$ cat src/rtl/pwd_pkg.sv
package pwd_pkg;
  localparam int ADDR_W = 32;
  localparam int DATA_W = 32;

  typedef enum logic [1:0] {
    TGT_NONE = 2'b00,
    TGT_PCI  = 2'b01,
    TGT_RAM  = 2'b10,
    TGT_CPU  = 2'b11
  } tgt_e;
endpackage

$ cat src/rtl/pwd_regs.sv
module pwd_regs
  import pwd_pkg::*;
(
  input  logic              clk,
  input  logic              rst_n,
  input  logic              wr_en,
  input  logic              wr_sel,
  input  logic [DATA_W-1:0] wr_data,
  input  logic              rd_sel,
  output logic [DATA_W-1:0] rd_data,
  output logic [DATA_W-1:0] win_en_q,
  output logic [DATA_W-1:0] ctrl_q
);
  always_ff @(posedge clk) begin
    if (!rst_n) begin
      win_en_q <= '0;
      ctrl_q   <= '0;
    end else if (wr_en) begin
      if (wr_sel) ctrl_q   <= wr_data;
      else        win_en_q <= wr_data;
    end
  end

  assign rd_data = rd_sel ? ctrl_q : win_en_q;

  AST_MASK_WRITE_LANDS: assert property (@(posedge clk) disable iff (!rst_n)
    (wr_en && !wr_sel) |=> (win_en_q == $past(wr_data)));
  AST_CTRL_WRITE_LANDS: assert property (@(posedge clk) disable iff (!rst_n)
    (wr_en && wr_sel) |=> (ctrl_q == $past(wr_data)));
endmodule

$ cat src/rtl/pwd_out_dec.sv
module pwd_out_dec
  import pwd_pkg::*;
#(
  parameter int         WIN_LOG2  = 5,
  parameter int         WIN_SHIFT = 23,
  parameter int         MODE_LSB  = 7,
  parameter logic [1:0] MODE_ON   = 2'b01
) (
  input  logic [ADDR_W-1:0]          addr,
  input  logic [(1<<WIN_LOG2)-1:0]   win_en,
  input  logic [DATA_W-1:0]          ctrl,
  output logic                       fwd
);
  localparam int NUM_WIN = 1 << WIN_LOG2;
  localparam int HI_W    = ADDR_W - WIN_SHIFT - WIN_LOG2;

  logic [NUM_WIN-1:0]  eligible;
  logic [WIN_LOG2-1:0] idx;
  logic                in_region;
  logic                mode_on;

  for (genvar i = 0; i < NUM_WIN; i++) begin : g_elig
    if (i == 0 || i == NUM_WIN - 1) begin : g_fixed_off
      assign eligible[i] = 1'b0;
    end else begin : g_prog
      assign eligible[i] = win_en[i];
    end
  end

  assign idx       = addr[WIN_SHIFT +: WIN_LOG2];
  assign in_region = &addr[ADDR_W-1 -: HI_W];
  assign mode_on   = (ctrl[MODE_LSB +: 2] == MODE_ON);
  assign fwd       = in_region && mode_on && eligible[idx];
endmodule

$ cat src/rtl/pwd_in_dec.sv
module pwd_in_dec
  import pwd_pkg::*;
#(
  parameter int                WIN_LOG2  = 5,
  parameter int                WIN_SHIFT = 23,
  parameter logic [ADDR_W-1:0] CPU_LO    = 32'hFFF0_0000,
  parameter logic [ADDR_W-1:0] CPU_HI    = 32'hFFFF_EFFF
) (
  input  logic [ADDR_W-1:0] addr,
  output tgt_e              tgt
);
  localparam int                NUM_WIN     = 1 << WIN_LOG2;
  localparam int                HI_W        = ADDR_W - WIN_SHIFT - WIN_LOG2;
  localparam logic [ADDR_W-1:0] REGION_BASE = {{HI_W{1'b1}}, {(ADDR_W-HI_W){1'b0}}};
  localparam logic [ADDR_W-1:0] PCI_LO      = REGION_BASE + (ADDR_W'(1) << WIN_SHIFT);
  localparam logic [ADDR_W-1:0] PCI_END     = REGION_BASE + (ADDR_W'(NUM_WIN - 1) << WIN_SHIFT);

  always_comb begin
    if (addr < PCI_LO)                        tgt = TGT_RAM;
    else if (addr < PCI_END)                  tgt = TGT_PCI;
    else if (addr >= CPU_LO && addr <= CPU_HI) tgt = TGT_CPU;
    else                                      tgt = TGT_NONE;
  end
endmodule

$ cat src/rtl/pwd_rsp_stage.sv
module pwd_rsp_stage
  import pwd_pkg::*;
(
  input  logic              clk,
  input  logic              rst_n,
  input  logic              in_valid,
  output logic              in_ready,
  input  logic              in_inb,
  input  tgt_e              in_tgt,
  input  logic [ADDR_W-1:0] in_addr,
  output logic              out_valid,
  input  logic              out_ready,
  output logic              out_inb,
  output tgt_e              out_tgt,
  output logic [ADDR_W-1:0] out_addr
);
  assign in_ready = !out_valid || out_ready;

  always_ff @(posedge clk) begin
    if (!rst_n) begin
      out_valid <= 1'b0;
      out_inb   <= 1'b0;
      out_tgt   <= TGT_NONE;
      out_addr  <= '0;
    end else if (in_ready) begin
      out_valid <= in_valid;
      if (in_valid) begin
        out_inb  <= in_inb;
        out_tgt  <= in_tgt;
        out_addr <= in_addr;
      end
    end
  end

  AST_RSP_HELD: assert property (@(posedge clk) disable iff (!rst_n)
    (out_valid && !out_ready) |=> (out_valid && $stable(out_tgt) &&
                                   $stable(out_addr) && $stable(out_inb)));
  AST_RSP_FROM_REQ: assert property (@(posedge clk) disable iff (!rst_n)
    $rose(out_valid) |-> $past(in_valid));
endmodule

$ cat src/rtl/pci_window_decoder.sv
module pci_window_decoder
  import pwd_pkg::*;
#(
  parameter int                WIN_LOG2  = 5,
  parameter int                WIN_SHIFT = 23,
  parameter int                MODE_LSB  = 7,
  parameter logic [1:0]        MODE_ON   = 2'b01,
  parameter logic [ADDR_W-1:0] CPU_LO    = 32'hFFF0_0000,
  parameter logic [ADDR_W-1:0] CPU_HI    = 32'hFFFF_EFFF
) (
  input  logic              clk,
  input  logic              rst_n,
  input  logic              cfg_wr_en,
  input  logic              cfg_wr_sel,
  input  logic [DATA_W-1:0] cfg_wr_data,
  input  logic              cfg_rd_sel,
  output logic [DATA_W-1:0] cfg_rd_data,
  input  logic              req_valid,
  output logic              req_ready,
  input  logic              req_inbound,
  input  logic [ADDR_W-1:0] req_addr,
  output logic              rsp_valid,
  input  logic              rsp_ready,
  output logic              rsp_inbound,
  output logic [1:0]        rsp_target,
  output logic [ADDR_W-1:0] rsp_addr
);
  localparam int NUM_WIN = 1 << WIN_LOG2;

  logic [DATA_W-1:0] win_en_q;
  logic [DATA_W-1:0] ctrl_q;
  logic              out_fwd;
  tgt_e              in_tgt;
  tgt_e              sel_tgt;
  tgt_e              rsp_tgt_e;
  logic              accept;

  pwd_regs u_regs (
    .clk      (clk),
    .rst_n    (rst_n),
    .wr_en    (cfg_wr_en),
    .wr_sel   (cfg_wr_sel),
    .wr_data  (cfg_wr_data),
    .rd_sel   (cfg_rd_sel),
    .rd_data  (cfg_rd_data),
    .win_en_q (win_en_q),
    .ctrl_q   (ctrl_q)
  );

  pwd_out_dec #(
    .WIN_LOG2 (WIN_LOG2),
    .WIN_SHIFT(WIN_SHIFT),
    .MODE_LSB (MODE_LSB),
    .MODE_ON  (MODE_ON)
  ) u_out_dec (
    .addr   (req_addr),
    .win_en (win_en_q[NUM_WIN-1:0]),
    .ctrl   (ctrl_q),
    .fwd    (out_fwd)
  );

  pwd_in_dec #(
    .WIN_LOG2 (WIN_LOG2),
    .WIN_SHIFT(WIN_SHIFT),
    .CPU_LO   (CPU_LO),
    .CPU_HI   (CPU_HI)
  ) u_in_dec (
    .addr (req_addr),
    .tgt  (in_tgt)
  );

  always_comb begin
    if (req_inbound) sel_tgt = in_tgt;
    else             sel_tgt = out_fwd ? TGT_PCI : TGT_NONE;
  end

  pwd_rsp_stage u_rsp (
    .clk       (clk),
    .rst_n     (rst_n),
    .in_valid  (req_valid),
    .in_ready  (req_ready),
    .in_inb    (req_inbound),
    .in_tgt    (sel_tgt),
    .in_addr   (req_addr),
    .out_valid (rsp_valid),
    .out_ready (rsp_ready),
    .out_inb   (rsp_inbound),
    .out_tgt   (rsp_tgt_e),
    .out_addr  (rsp_addr)
  );

  assign rsp_target = rsp_tgt_e;
  assign accept     = req_valid && req_ready;

  AST_EDGE_SLICES_BLOCKED: assert property (@(posedge clk) disable iff (!rst_n)
    (rsp_valid && rsp_tgt_e == TGT_PCI) |->
      (rsp_addr[WIN_SHIFT +: WIN_LOG2] != '0 &&
       rsp_addr[WIN_SHIFT +: WIN_LOG2] != '1));
  AST_ADDR_PASSES: assert property (@(posedge clk) disable iff (!rst_n)
    $past(accept) |-> (rsp_valid && rsp_addr == $past(req_addr)));
  AST_MODE_GATES: assert property (@(posedge clk) disable iff (!rst_n)
    ($past(accept) && !rsp_inbound && rsp_tgt_e == TGT_PCI) |->
      ($past(ctrl_q[MODE_LSB +: 2]) == MODE_ON));
  AST_CPU_RANGE: assert property (@(posedge clk) disable iff (!rst_n)
    (rsp_valid && rsp_inbound && rsp_tgt_e == TGT_CPU) |->
      (rsp_addr >= CPU_LO && rsp_addr <= CPU_HI));
  AST_LOW_OUTBOUND_NONE: assert property (@(posedge clk) disable iff (!rst_n)
    (rsp_valid && !rsp_inbound && rsp_addr < 32'hF000_0000) |->
      (rsp_tgt_e == TGT_NONE));
endmodule

$ cat config.mk
export PLATFORM = sky130hd
export DESIGN_NAME = pci_window_decoder
export DESIGN_NICKNAME = d
export VERILOG_FILES = /design/src/rtl/pwd_pkg.sv /design/src/rtl/pwd_regs.sv /design/src/rtl/pwd_out_dec.sv /design/src/rtl/pwd_in_dec.sv /design/src/rtl/pwd_rsp_stage.sv /design/src/rtl/pci_window_decoder.sv
export SDC_FILE = /design/constraint.sdc
export NUM_CORES = 1
export LEC_CHECK = 0
export BUFFER_PORTS_ARGS = -buffer_cell sky130_fd_sc_hd__buf_2
export CORE_MARGIN = 5
export CORE_UTILIZATION = 52
export CTS_CLUSTER_DIAMETER = 80
export DETAILED_ROUTE_END_ITERATION = 10
export GPL_ROUTABILITY_DRIVEN = 0
export PLACE_DENSITY = 0.78
export SLEW_MARGIN = 20
export SYNTH_ARGS = -nofsm -noshare
export SYNTH_HDL_FRONTEND = slang
export SYNTH_HIERARCHICAL = 1
export SYNTH_SLANG_ARGS = --single-unit
$ cat constraint.sdc
create_clock -name clk -period 2.5 [get_ports clk]
set_input_delay 0.5 -clock clk [delete_from_list [all_inputs] [get_ports clk]]
set_output_delay 0.5 -clock clk [all_outputs]
set_load 0.02 [all_outputs]
==> run metrics <==
Slew HR about three fifths; Setup Total Neg Slack 0 ns; most common cell after layout, fill and taps aside nand2_1; mapped cell area about 4700 µm²; Design Area, Final between 5000 and 6000 µm²; crit share post-route 81.5%; reg-to-reg slack, setup 0.75 ns; Crit Path Max Fanout 22; post-place instance area between 5000 and 6000 µm²; Leak Pwr 2.62 nW; RSZ-0062 raised after global routing false; Async SR Flop Fraction 0%; Post-Synthesis Cells 478; hold buffer count at cts 0; Critical Path Source Type primary input; max-slew violations 0; Die Width approximately 110 µm; CTS Buf Count 9; Primary FF master, synth dfxtp_1; clk root buf clkbuf_8; fillcell total 757; Post-synth EDFFs 0; core area between 8000 and 9000 µm²; number of DRC violations after detailed routing 0; most frequent cells in the layout 168 x nand2_1, 139 x buf_2, 107 x mux2i_1, 100 x dfxtp_1, 30 x mux2_2; Critical Path Max Stage Delay 0.36 ns; WL/cell about 15 µm; cts repair resizes 0; Setup-failing EPs final 0; Via Count 3715; crit-path cells buf_2 > buf_12 > mux2_2 > buf_2; die area 11100 µm²; largest net degree at the start of global routing 76; Max Fclk between 0.4 and 0.5 GHz; DRT Wirelength 10.7 mm; CP max stage cell mux2_2; DR pass1 iterations 4; Via-to-Cell Ratio about 5.2; Clock transition at path regs 0.10 ns; later-pin clock latency in the skew report 0.35 ns; Starting Density 53.8%; PnR Total Power 0.00336 W; largest delay contributor family on the critical path buffers and inverters; Tmin final 2.04 ns; DR iter-0 viols 158; Pwr Density 605 nW/µm²; Yosys warnings 6; row cnt 34; Yosys reg bits 100; vias in the first global route 3583; Worst Skew 0.00602 ns; Clock Sinks 100; gr ovfl total 0; sequential fraction of the synthesis area 42.4%; post-CTS setup buffers 0; die height 105 µm; crit path kind primary input to primary output; CP most frequent cell buf_2; post-route ant nets 0; Synth Area per Inst 9.87 µm²; Worst setup EP type primary output; P&R area growth vs syn 17.8%; antenna violations before repair 0; Unique masters post-synth 35; type of the worst min-delay path primary input to flip-flop; Critical Path RT 2.00 ns; CP arrival 1.54 ns; layout cells sized above 1 33.8%; CTS tree built; first-pass GRT wire length 17.3 mm; port bufs 140; worst path bufs/invs 3; Net Count, Synth 550; # H-tree levels 3; VDD IR max between 0.3 and 0.4 mV; HPWL Detailed 7.73 mm; status complete, no violations; diodes inserted 0; worst-case clock buffer depth 2; max_cap viols 0; IO Count 141; GRT Resource Usage Total 18.5%; final net count 668; Worst Tran Pin Value 0.593 ns; Hold Vio Cnt, Final 0
[tightest hold or removal path, cell delays in order]
cell and delay (ns):
buf_2 0.09, nand2_1 0.04, mux2i_1 0.05
[stage by stage]
| stage | setup slack, ns | utilization (%) | hold WS [ns] | std cells |
|---|---|---|---|---|
| after global placement | 0.294 | 61.0 | 0.438 | 693 |
| final | 0.463 | 63.4 | 0.378 | 709 |
| after detailed placement | 0.251 | 61.0 | 0.447 | 693 |
| after floorplan | 0.512 | - | 0.431 | 478 |
| after CTS | 0.455 | 63.4 | 0.364 | 709 |
| after global routing | 0.423 | 63.4 | 0.379 | 709 |
[report_power, final]
part	switching (W)	internal [W]	total [W]
clock	0.000556	0.000520	0.00108
combinational	0.000314	0.000238	0.000552
sequential	0.0000504	0.00168	0.00173
total	0.000921	0.00244	0.00336
[cell usage after synthesis (all sizes together) (2+ instances only)]
cell	count	area share (%)
inv	2	0.16
and4	2	0.37
mux4	6	3.0
and2	3	0.48
nand4	2	0.27
clkbuf	8	0.66
nand3	2	0.21
dfxtp	100	42
nand3b	2	0.32
nand2b	2	0.42
mux2i	107	23
mux2	33	8.0
buf	30	5.9
nand2	168	13
[path summary, 6_finish.rpt]
| kind | from | end | depth (start not counted) |
|---|---|---|---|
| worst min-delay path | req_addr[2] | u_rsp/out_addr[2] | 3 |
| worst max register to register | u_regs/win_en_q[10] | u_rsp/out_tgt[0] | 7 |
| worst max-delay path | cfg_rd_sel | cfg_rd_data[25] | 4 |
| worst min register to register | u_rsp/out_addr[6] | u_rsp/out_addr[6] | 2 |
[cells by family after synthesis]
family	Yosys count	share of synthesized area, %
flip-flops	100	42.4
AO/OA/AOI/OAI	6	1.01
multiplexers	146	33.7
buffers and inverters	40	6.68
AND/OR/NAND/NOR	186	16.2
[registers in the layout (all words and copies together), names as in the netlist]
name and flops:
u_rsp/out_tgt 2, u_regs/ctrl_q 32, u_rsp/out_inb 1, u_rsp/out_addr 32, u_rsp/out_valid 1, u_regs/win_en_q 32
[layer usage]
| metal | global-route usage [%] | share of wire [%] | vias to the layer above |
|---|---|---|---|
| li1 | - | - | 1840 |
| met1 | 25.3 | 46 | 1749 |
| met2 | 29.8 | 47 | 112 |
| met3 | 3.55 | 5.3 | 14 |
| met4 | 5.57 | 1.6 | 0 |
| met5 | 0 | 0 | - |
[cell type report]
class / count / area [µm²] / area share, %
sequential: 100 / 2000 / 36.0
inverter: 2 / 7.51 / 0.135
clock inverter: 5 / 60.1 / 1.08
tap: 108 / 135 / 2.43
multi-input combinational: 338 / 2410 / 43.4
timing repair buffer: 145 / 791 / 14.2
clock buffer: 11 / 151 / 2.73
Note: power is estimated with default switching activity, not from simulation.
